==> config.mk <==
export PLATFORM = sky130hd
export DESIGN_NAME = ygo_gain_offset
export DESIGN_NICKNAME = d
export VERILOG_FILES = /design/src/rtl/ygo_pkg.sv /design/src/rtl/ygo_prescale.sv /design/src/rtl/ygo_requant.sv /design/src/rtl/ygo_gain_offset.sv
export SDC_FILE = /design/constraint.sdc
export NUM_CORES = 1
export LEC_CHECK = 0
export CAP_MARGIN = 40
export CORE_UTILIZATION = 55
export DETAILED_ROUTE_END_ITERATION = 10
export GPL_TIMING_DRIVEN = 0
export HOLD_SLACK_MARGIN = 0.12
export PLACE_DENSITY = 0.91
export SKIP_CTS_REPAIR_TIMING = 1
export SLEW_MARGIN = 0
export SYNTH_ARGS = -nofsm -noshare
export SYNTH_HDL_FRONTEND = slang
export SYNTH_SLANG_ARGS = --single-unit
==> constraint.sdc <==
create_clock -name clk -period 6.8 [get_ports clk]
set_input_delay 0.68 -clock clk [delete_from_list [all_inputs] [get_ports clk]]
set_output_delay 0.68 -clock clk [all_outputs]
set_load 0.005 [all_outputs]
==> src/rtl/ygo_pkg.sv <==
package ygo_pkg;
   typedef enum logic [1:0] {
      QM_ROUND  = 2'b00,
      QM_DIFF1  = 2'b01,
      QM_DIFF2  = 2'b10,
      QM_ROUND2 = 2'b11
   } quant_mode_e;
endpackage

==> src/rtl/ygo_prescale.sv <==
// Fixed colour-difference prescale, exact in PF fraction bits.
module ygo_prescale #(
   parameter int DW            = 8,
   parameter int PF            = 3,
   parameter bit SEVEN_EIGHTHS = 1'b0
) (
   input  logic                     internal,
   input  logic signed [DW-1:0]     x,
   output logic signed [DW+PF-1:0]  y
);
   localparam int OW = DW + PF;

   logic signed [OW-1:0] x_w;
   logic signed [OW-1:0] direct;
   logic signed [OW-1:0] scaled;

   generate
      if (PF < 3) begin : g_bad_pf
         $error("ygo_prescale: PF must be at least 3 for an exact 7/8 factor");
      end
   endgenerate

   assign x_w    = OW'(x);
   assign direct = x_w <<< PF;

   generate
      if (SEVEN_EIGHTHS) begin : g_seven_eighths
         // x - x/8, exact in PF fraction bits
         assign scaled = direct - (x_w <<< (PF - 3));
      end else begin : g_half
         assign scaled = x_w <<< (PF - 1);
      end
   endgenerate

   assign y = internal ? scaled : direct;
endmodule

==> src/rtl/ygo_requant.sv <==
// Requantise a fixed-point value to OW bits: rounding or error diffusion, then clip.
module ygo_requant
   import ygo_pkg::*;
#(
   parameter int IW         = 16,
   parameter int FRAC       = 5,
   parameter int OW         = 8,
   parameter bit SIGNED_OUT = 1'b0
) (
   input  logic                  clk,
   input  logic                  rst_n,
   input  logic                  advance,
   input  quant_mode_e           mode,
   input  logic signed [IW-1:0]  din,
   output logic [OW-1:0]         dout
);
   localparam int RW   = IW + 1;
   localparam int HI_I = SIGNED_OUT ? (2 ** (OW - 1)) - 1 : (2 ** OW) - 1;
   localparam int LO_I = SIGNED_OUT ? -(2 ** (OW - 1)) : 0;
   localparam logic signed [RW-1:0] HI_V = RW'(HI_I);
   localparam logic signed [RW-1:0] LO_V = RW'(LO_I);

   generate
      if (FRAC < 2) begin : g_bad_frac
         $error("ygo_requant: FRAC must be at least 2");
      end
      if (IW <= OW) begin : g_bad_iw
         $error("ygo_requant: IW must exceed OW");
      end
   endgenerate

   logic [1:0]           res_q;
   logic [1:0]           res_d;
   logic                 diffuse;
   logic signed [RW-1:0] din_x;
   logic signed [RW-1:0] bias;
   logic signed [RW-1:0] sum;
   logic signed [RW-1:0] q;

   always_comb begin
      diffuse = (mode == QM_DIFF1) || (mode == QM_DIFF2);
      din_x   = RW'(din);
      bias    = '0;
      if (diffuse) begin
         bias[FRAC-1 -: 2] = res_q;   // residue counted in quarter LSBs
      end else begin
         bias[FRAC-1] = 1'b1;         // one half LSB
      end
      sum = din_x + bias;
      q   = sum >>> FRAC;
      case (mode)
         QM_DIFF2: res_d = sum[FRAC-1 -: 2];
         QM_DIFF1: res_d = {sum[FRAC-1], 1'b0};
         default:  res_d = 2'b00;
      endcase
   end

   generate
      if (SIGNED_OUT) begin : g_sclip
         always_comb begin
            if (q > HI_V)      dout = HI_V[OW-1:0];
            else if (q < LO_V) dout = LO_V[OW-1:0];
            else               dout = q[OW-1:0];
         end
      end else begin : g_uclip
         always_comb begin
            if (q > HI_V)      dout = HI_V[OW-1:0];
            else if (q < LO_V) dout = '0;
            else               dout = q[OW-1:0];
         end
         // any negative exact value lands on the lower rail
         assert_neg_floor_R5: assert property (@(posedge clk) disable iff (!rst_n)
            din[IW-1] |-> (dout == '0));
      end
   endgenerate

   always_ff @(posedge clk) begin
      if (!rst_n) begin
         res_q <= 2'b00;
      end else if (advance) begin
         res_q <= res_d;
      end else begin
         res_q <= 2'b00;
      end
   end
endmodule

==> src/rtl/ygo_gain_offset.sv <==
module ygo_gain_offset
   import ygo_pkg::*;
#(
   parameter int DW    = 8,
   parameter int GW    = 6,
   parameter int GFRAC = 5,
   parameter int PF    = 3
) (
   input  logic           clk,
   input  logic           rst_n,
   input  logic           enable,
   input  logic           in_valid,
   input  logic [DW-1:0]  in_y,
   input  logic [DW-1:0]  in_bmy,
   input  logic [DW-1:0]  in_rmy,
   input  logic [GW-1:0]  contrast,
   input  logic [DW-1:0]  brightness,
   input  logic [GW-1:0]  sat_u,
   input  logic [GW-1:0]  sat_v,
   input  logic           pal_prescale,
   input  logic [1:0]     quant_sel,
   output logic           out_valid,
   output logic [DW-1:0]  out_y,
   output logic [DW-1:0]  out_u,
   output logic [DW-1:0]  out_v
);
   localparam int LW = DW + GW + 2;        // luma exact value
   localparam int SW = DW + PF;            // prescaled chroma
   localparam int CW = DW + PF + GW + 1;   // chroma exact value
   localparam int CFRAC = GFRAC + PF;

   generate
      if (GFRAC < 2 || GFRAC > GW) begin : g_bad_gfrac
         $error("ygo_gain_offset: GFRAC must lie in 2..GW");
      end
   endgenerate

   quant_mode_e qm;
   logic        advance;
   assign qm      = quant_mode_e'(quant_sel);
   assign advance = in_valid & enable;

   // ---------------- luma: Y*ct + br ----------------
   logic signed [LW-1:0] y_ext, ct_ext, br_ext, luma_full;
   assign y_ext     = LW'($signed({1'b0, in_y}));
   assign ct_ext    = LW'($signed({1'b0, contrast}));
   assign br_ext    = LW'($signed(brightness));
   assign luma_full = (y_ext * ct_ext) + (br_ext <<< GFRAC);

   // ---------------- chroma: prescale then gain ----------------
   logic signed [SW-1:0] u_pre, v_pre;
   logic signed [CW-1:0] u_full, v_full, su_ext, sv_ext;

   ygo_prescale #(.DW(DW), .PF(PF), .SEVEN_EIGHTHS(1'b0)) i_pre_u (
      .internal(pal_prescale), .x($signed(in_bmy)), .y(u_pre));
   ygo_prescale #(.DW(DW), .PF(PF), .SEVEN_EIGHTHS(1'b1)) i_pre_v (
      .internal(pal_prescale), .x($signed(in_rmy)), .y(v_pre));

   assign su_ext = CW'($signed({1'b0, sat_u}));
   assign sv_ext = CW'($signed({1'b0, sat_v}));
   assign u_full = CW'(u_pre) * su_ext;
   assign v_full = CW'(v_pre) * sv_ext;

   // ---------------- requantisation ----------------
   logic [DW-1:0] y_q, u_q, v_q;

   ygo_requant #(.IW(LW), .FRAC(GFRAC), .OW(DW), .SIGNED_OUT(1'b0)) i_rq_y (
      .clk(clk), .rst_n(rst_n), .advance(advance), .mode(qm), .din(luma_full), .dout(y_q));
   ygo_requant #(.IW(CW), .FRAC(CFRAC), .OW(DW), .SIGNED_OUT(1'b1)) i_rq_u (
      .clk(clk), .rst_n(rst_n), .advance(advance), .mode(qm), .din(u_full), .dout(u_q));
   ygo_requant #(.IW(CW), .FRAC(CFRAC), .OW(DW), .SIGNED_OUT(1'b1)) i_rq_v (
      .clk(clk), .rst_n(rst_n), .advance(advance), .mode(qm), .din(v_full), .dout(v_q));

   // ---------------- output stage ----------------
   always_ff @(posedge clk) begin
      if (!rst_n) begin
         out_valid <= 1'b0;
         out_y     <= '0;
         out_u     <= '0;
         out_v     <= '0;
      end else begin
         out_valid <= in_valid;
         if (in_valid) begin
            if (enable) begin
               out_y <= y_q;
               out_u <= u_q;
               out_v <= v_q;
            end else begin
               out_y <= in_y;
               out_u <= in_bmy;
               out_v <= in_rmy;
            end
         end
      end
   end

   // ---------------- assertions ----------------
   assert_zero_gain_R1: assert property (@(posedge clk) disable iff (!rst_n)
      (enable && in_valid && contrast == '0 && !brightness[DW-1])
      |=> (out_y == $past(brightness)));

   assert_zero_sat_u_R3: assert property (@(posedge clk) disable iff (!rst_n)
      (enable && in_valid && sat_u == '0) |=> (out_u == '0));

   assert_zero_sat_v_R3: assert property (@(posedge clk) disable iff (!rst_n)
      (enable && in_valid && sat_v == '0) |=> (out_v == '0));

   assert_bypass_R9: assert property (@(posedge clk) disable iff (!rst_n)
      (!enable && in_valid) |=> (out_y == $past(in_y) && out_u == $past(in_bmy)
                                 && out_v == $past(in_rmy)));

   assert_hold_R10: assert property (@(posedge clk) disable iff (!rst_n)
      !in_valid |=> ($stable(out_y) && $stable(out_u) && $stable(out_v) && !out_valid));
endmodule

==> impl_metrics.env, run 1 <==
export IMPL_die_h_um=127
export IMPL_cts_made_buffers=5
export IMPL_irDropWorstVdd_uv=262
export IMPL_crit_start="in_rmy[1]"
export IMPL_die_x_um=127
export IMPL_ys_ff_latch=31
export IMPL_run_status="complete, but fails checks"
export IMPL_dieArea_mm2=0.0162
export IMPL_viasPerCell=5.81
export IMPL_rows=45
export IMPL_violations="setup timing"
export IMPL_vias=7670
export IMPL_h_tree_depth=2
export IMPL_cp_start_kind="input port"
export IMPL_hpwlAfterDp_um=17500
export IMPL_fin_tns_setup_ps=-121
export IMPL_fillers=1129
export IMPL_synth_edf_count=0
export IMPL_fin_crit_ps=6860
export IMPL_grt_pass1_vias=7660
export IMPL_syn_area_mm2=0.00864
export IMPL_max_slew_margin=0.540
export IMPL_ys_flop_type="dfxtp_1"
export IMPL_cts_tree="yes"
export IMPL_ioPinCount=82
export IMPL_max_freq_ghz=0.146
export IMPL_grt_use_met2=0.472
export IMPL_clock_latency_ps=270
export IMPL_place_worst_setup_slack_ps=-1390
export IMPL_critPathCapture="out_v[6]"
export IMPL_met1_usage=0.342
export IMPL_coreArea_mm2=0.0153
export IMPL_final_common_cell="inv_1"
export IMPL_grtUsageMet3=0.0406
export IMPL_multi_input_area_mm2=0.00763
export IMPL_rr_worst_depth=14
export IMPL_root_buffer="clkbuf_16"
export IMPL_busiest_layer="met2"
export IMPL_crit_required_ps=6920
export IMPL_timing_hold_violations_final=0
export IMPL_first_iter_violations=443
export IMPL_yosysWarnings=0
export IMPL_path_common_cell="fa_1"
export IMPL_cp_max_fo=7
export IMPL_rsz0062_at_grt="yes"
export IMPL_drt_wl_total_um=22400
export IMPL_critPathKind="input port to register"
export IMPL_drtAntennaViolNets=0
export IMPL_dr_pass1_iters=5
export IMPL_critPathCaptureType="register"
export IMPL_r2r_end="out_u[0]"
export IMPL_io_buffers=79
export IMPL_drc=0
export IMPL_pwr_density_cell_mw_per_mm2=356
export IMPL_hold_path_class="register to register"
export IMPL_worstMarginPinSlew_ps=689
export IMPL_antenna_found_initial=0
export IMPL_final_cell_mix="inv_1 (161), fa_1 (117), ha_1 (117), nor2b_1 (75), clkdlybuf4s50_1 (59)"
export IMPL_synth_cells=1005
export IMPL_clk_pin_slew_ps=50
export IMPL_synthArstFlopShare=0
export IMPL_ys_types=64
export IMPL_area_growth_pct=19.7
export IMPL_drv_cap=0
export IMPL_timing_final_crit_share=1.01
export IMPL_synth_fp_nets=1305
export IMPL_cts_sinks=31
export IMPL_grt_max_degree=11
export IMPL_num_antenna_cells=0
export IMPL_p_leak_uw=0.00506
export IMPL_start_util=0.566
export IMPL_grt_overflow_total=0
export IMPL_wire_per_inst_um=16.9
export IMPL_grt_use_total=0.271
export IMPL_clock_path_buffers=2
export IMPL_finClkSkew_ps=3.89
export IMPL_synth_seq_area_share=0.0718
export IMPL_slew_viol_final=0
export IMPL_globalplace_congestion=0.903
export IMPL_cpPeakStageDelay_ps=560
export IMPL_r2r_start="i_rq_u.res_q[1]"
export IMPL_drive_gt1_frac=0.0964
export IMPL_avgSynthCellArea_um2=8.60
export IMPL_r2r_setup_slack_ps=2120
export IMPL_timing_final_ws_setup_ps=-58.9
export IMPL_setup_viol=3
export IMPL_worst_endpoint_arrival_ps=6980
export IMPL_grt_pass1_wl_um=35500
export IMPL_cpMaxStageDelayCell="fa_1"
export IMPL_regArea_um2=621
export IMPL_nets=1409
==> cells in the mapped netlist, types with 4 or more instances <==
| cell type | n | area [µm²] |
|---|---|---|
| mux2i_1 | 10 | 100 |
| nand2_1 | 59 | 221 |
| a31oi_1 | 13 | 81.3 |
| o21bai_1 | 4 | 30.0 |
| nand3_1 | 5 | 25.0 |
| xnor2_1 | 31 | 272 |
| nor2_1 | 42 | 158 |
| a21oi_1 | 29 | 145 |
| and2_1 | 45 | 282 |
| o21a_1 | 20 | 150 |
| nand4_1 | 6 | 37.5 |
| nor2b_1 | 76 | 475 |
| a21boi_0 | 6 | 45.0 |
| dfxtp_1 | 31 | 621 |
| fa_1 | 119 | 2380 |
| o21ai_0 | 44 | 220 |
| clkbuf_1 | 14 | 52.6 |
| ha_1 | 124 | 1550 |
| xor2_1 | 10 | 87.6 |
| o21ai_1 | 20 | 100 |
| nor3_1 | 19 | 95.1 |
| a211oi_1 | 8 | 60.1 |
| and3_1 | 17 | 106 |
| a21o_1 | 11 | 82.6 |
| nand2b_1 | 17 | 106 |
| inv_1 | 168 | 631 |
==> where the power goes <==
part / switching (µW) / total [µW] / internal (µW)
clock network: 77.4 / 212 / 135
registers: 35.7 / 262 / 226
logic: 1760 / 3210 / 1440
==> through the flow <==
stage	instance area, µm²	utilization	power [µW]	cells	hold slack, ps
finish	10300	0.678	3680	1321	460
global route	10300	0.678	4000	1321	485
CTS	9870	0.647	3310	1303	455
detailed placement	9730	0.638	3080	1295	443
global placement	9730	0.638	2940	1295	439
floorplan	8670	-	2440	1005	445
==> kinds of logic (layout without fill, tap and decap cells) <==
group                      count (synthesis)  after routing  share of synthesized area
DFF                                       31             31                     0.0718
AOI/OAI and AO/OA                        189            189                      0.149
muxes                                     10             10                     0.0116
adders and majority gates                243            243                      0.455
buffers and inverters                    188            293                     0.0821
and+or+nand+nor                          303            303                      0.189
xor gates and xnor gates                  41             41                     0.0416
==> worst min-delay path by stage <==
stage	from	endpoint	slack, ps	cells past startpoint
floorplan	out_v[0]	out_v[0]	450	2
detailed placement	out_v[1]	out_v[1]	440	2
finish	out_v[1]	out_v[1]	460	2
global placement	out_u[0]	out_u[0]	440	2
global route	out_v[1]	out_v[1]	480	2
CTS	out_v[1]	out_v[1]	460	2
==> registers in the layout, summed over array words and instances, names as in the netlist <==
name and cells:
i_rq_u.res_q 2, i_rq_v.res_q 2, i_rq_y.res_q 2, out_u 8
out_v 8, out_valid 1, out_y 8
==> worst max-delay path: cells and delay by family <==
| family | cells | cell delay (ps) |
|---|---|---|
| compound gates | 16 | 2980 |
| buf+inv | 6 | 530 |
| fa+ha+maj | 6 | 2520 |
| simple gates | 2 | 280 |
==> routing by layer <==
metal | up-vias | wire [µm]
met4 | 0 | 901
met2 | 334 | 11100
li1 | 3512 | -
met1 | 3732 | 8760
met5 | - | 0
met3 | 92 | 1580
==> area by class of cell <==
type / instances / area share
buffer: 19 / 0.00823
clock buffer: 6 / 0.0125
clock inverter: 2 / 0.00121
inverter: 169 / 0.0616
multi-input combinational: 786 / 0.738
sequential: 31 / 0.0600
tap: 211 / 0.0255
timing repair buffer: 97 / 0.0925
Note: power is estimated with default switching activity, not from simulation.
==> run 2, diff against run 1 <==
--- a/config.mk
+++ b/config.mk
@@ -6,13 +6,16 @@
 export NUM_CORES = 1
 export LEC_CHECK = 0
 export CAP_MARGIN = 40
-export CORE_UTILIZATION = 55
+export CELL_PAD_IN_SITES_DETAIL_PLACEMENT = 1
+export CELL_PAD_IN_SITES_GLOBAL_PLACEMENT = 1
+export CORE_UTILIZATION = 42
 export DETAILED_ROUTE_END_ITERATION = 10
 export GPL_TIMING_DRIVEN = 0
 export HOLD_SLACK_MARGIN = 0.12
-export PLACE_DENSITY = 0.91
+export PLACE_DENSITY = 0.9
 export SKIP_CTS_REPAIR_TIMING = 1
 export SLEW_MARGIN = 0
 export SYNTH_ARGS = -nofsm -noshare
 export SYNTH_HDL_FRONTEND = slang
+export SYNTH_HIERARCHICAL = 1
 export SYNTH_SLANG_ARGS = --single-unit
==> run 2 against run 1 <==
Compared with the run above: the flow still finishes with violations (setup timing); routed wire length increased by 54%; utilization down 14 points; design area rose by 18%; sequential power is 5% higher; synthesized area is 14% higher; critical endpoint is now out_v[2]; largest power group unchanged; first-iteration DRC count up 34%; clock power up 33%; die area up 49%; global-route usage decreased by 2.8 points.
==> impl_metrics.env, run 2 <==
export IMPL_place_area_mm2=0.0112
export IMPL_die_h_um=155
export IMPL_r2r_start="i_rq_v/res_q[0]"
export IMPL_setup_viol=8
export IMPL_first_iter_violations=594
export IMPL_grt_pass1_vias=9359
export IMPL_area_growth_pct=23.4
export IMPL_ioPinCount=82
export IMPL_p_leak_uw=0.00603
export IMPL_wire_per_inst_um=21.8
export IMPL_clock_path_buffers=2
export IMPL_regArea_um2=621
export IMPL_cpPeakStageDelay_ps=660
export IMPL_drive_gt1_frac=0.154
export IMPL_dr_pass1_iters=5
export IMPL_cp_depth=30
export IMPL_io_buffers=78
export IMPL_hold_path_class="register to register"
export IMPL_nets=1564
export IMPL_cp_start_kind="input port"
export IMPL_cp_top_family="adder cells"
export IMPL_antenna_found_initial=3
export IMPL_cp_max_fo=6
export IMPL_grt_pass1_wl_um=47200
export IMPL_grt_max_degree=11
export IMPL_viasPerCell=5.76
export IMPL_hpwlAfterDp_um=23800
export IMPL_rsz0062_at_grt="yes"
export IMPL_run_status="complete, but fails checks"
export IMPL_whs_endpoint="out_y[5]"
export IMPL_critPathBufInv=6
export IMPL_slew_viol_final=0
export IMPL_root_buffer="clkbuf_16"
export IMPL_cts_made_buffers=5
export IMPL_rows=55
export IMPL_irDropWorstVdd_uv=472
export IMPL_timing_final_ws_setup_ps=-868
export IMPL_r2r_setup_slack_ps=3800
export IMPL_drtAntennaViolNets=0
export IMPL_syn_area_mm2=0.00988
export IMPL_grt_use_total=0.243
export IMPL_h_tree_depth=2
export IMPL_place_worst_setup_slack_ps=-1880
export IMPL_utilization=0.534
export IMPL_cts_sinks=31
export IMPL_final_common_cell="inv_1"
export IMPL_timing_hold_violations_final=0
export IMPL_synth_cells=1135
export IMPL_crit_required_ps=6980
export IMPL_drt_wl_total_um=34400
export IMPL_yosysWarnings=6
export IMPL_fillers=2646
export IMPL_worstHoldPathCells=1
export IMPL_cpMaxStageDelayCell="fa_1"
export IMPL_grt_overflow_total=0
export IMPL_avgSynthCellArea_um2=8.71
export IMPL_cts_tree="yes"
export IMPL_start_util=0.433
export IMPL_finClkSkew_ps=6.06
export IMPL_power_uw=6950
export IMPL_max_slew_margin=0.530
export IMPL_coreArea_mm2=0.0228
export IMPL_hold_start="out_y[5]"
export IMPL_critPathKind="input port to register"
export IMPL_worstMarginPinSlew_ps=705
export IMPL_violations="setup timing"
export IMPL_drv_cap=0
export IMPL_r2r_end="out_v[2]"
export IMPL_clock_latency_ps=290
export IMPL_vias=9070
export IMPL_globalplace_congestion=0.843
export IMPL_die_x_um=155
export IMPL_rr_worst_depth=14
export IMPL_worst_endpoint_arrival_ps=7840
export IMPL_dieArea_mm2=0.0241
export IMPL_drc=0
export IMPL_pwr_density_cell_mw_per_mm2=570
export IMPL_critPathCaptureType="register"
export IMPL_clk_pin_slew_ps=60
export IMPL_path_common_cell="fa_1"
export IMPL_fin_crit_ps=7670
export IMPL_multi_input_area_mm2=0.00907
export IMPL_fin_area_mm2=0.0122
export IMPL_timing_final_crit_share=1.13
export IMPL_reg_top3="out_u (8), out_v (8), out_y (8)"
export IMPL_max_freq_ghz=0.130
export IMPL_hold_ws_ps=504
export IMPL_final_cell_mix="inv_1 (147), nand2_1 (120), fa_1 (119), and2_1 (117), ha_1 (112)"
## run 2: worst register-to-register path: cells and delay by family, from the launching register on
kind	cells	cell delay (ps)
AO/OA/AOI/OAI	4	710
adder cells (fa/ha/maj)	2	610
buffers and inverters	3	450
flip-flops	1	330
multiplexers	1	140
AND/OR/NAND/NOR	4	700
## run 2: layer usage
metal	global-route usage	wire length, µm	up-vias
li1	-	-	4021
met1	0.292	13300	4598
met2	0.448	18000	335
met3	0.0267	1580	116
met4	0.0817	1600	0
met5	0	0	-
## run 2: layout make-up
type / instances / area share
Multi-Input combinational cell: 913 / 0.744
Timing Repair Buffer: 117 / 0.0939
Sequential cell: 31 / 0.0509
Inverter: 152 / 0.0474
Tap cell: 313 / 0.0321
Buffer: 39 / 0.0164
Clock buffer: 6 / 0.0114
Clock inverter: 2 / 0.00287
Antenna cell: 3 / 0.000616
## run 2: how the worst max path moves through the flow
| stage | startpoint | to | slack, ps |
|---|---|---|---|
| floorplan | in_rmy[3] | out_v[1] | 0.5 |
| global placement | in_rmy[1] | out_v[1] | -1420 |
| detailed placement | in_rmy[7] | out_v[1] | -1880 |
| CTS | in_rmy[7] | out_v[1] | -1630 |
| global route | in_rmy[3] | out_v[2] | -1020 |
| finish | in_rmy[3] | out_v[2] | -870 |
## run 2: per-stage QoR
step,std cells,TNS (ps)
finish,1576,-5240
global route,1574,-7270
CTS,1535,-14250
detailed placement,1527,-20080
global placement,1527,-13420
floorplan,1136,0
## run 2: report_power, final
part           total [µW]  internal [µW]  switching, µW
Clock                 281            183           98.5
Combinational        6390           2700           3690
Sequential            276            231           45.7
Total                6950           3110           3830
==> run 3, diff against run 2 <==
--- a/config.mk
+++ b/config.mk
@@ -9,6 +9,7 @@
 export CELL_PAD_IN_SITES_DETAIL_PLACEMENT = 1
 export CELL_PAD_IN_SITES_GLOBAL_PLACEMENT = 1
 export CORE_UTILIZATION = 42
+export CTS_CLUSTER_SIZE = 10
 export DETAILED_ROUTE_END_ITERATION = 10
 export GPL_TIMING_DRIVEN = 0
 export HOLD_SLACK_MARGIN = 0.12
==> results of run 3 <==
No change in the layout: final DEF, timing and power equal those of run 2.
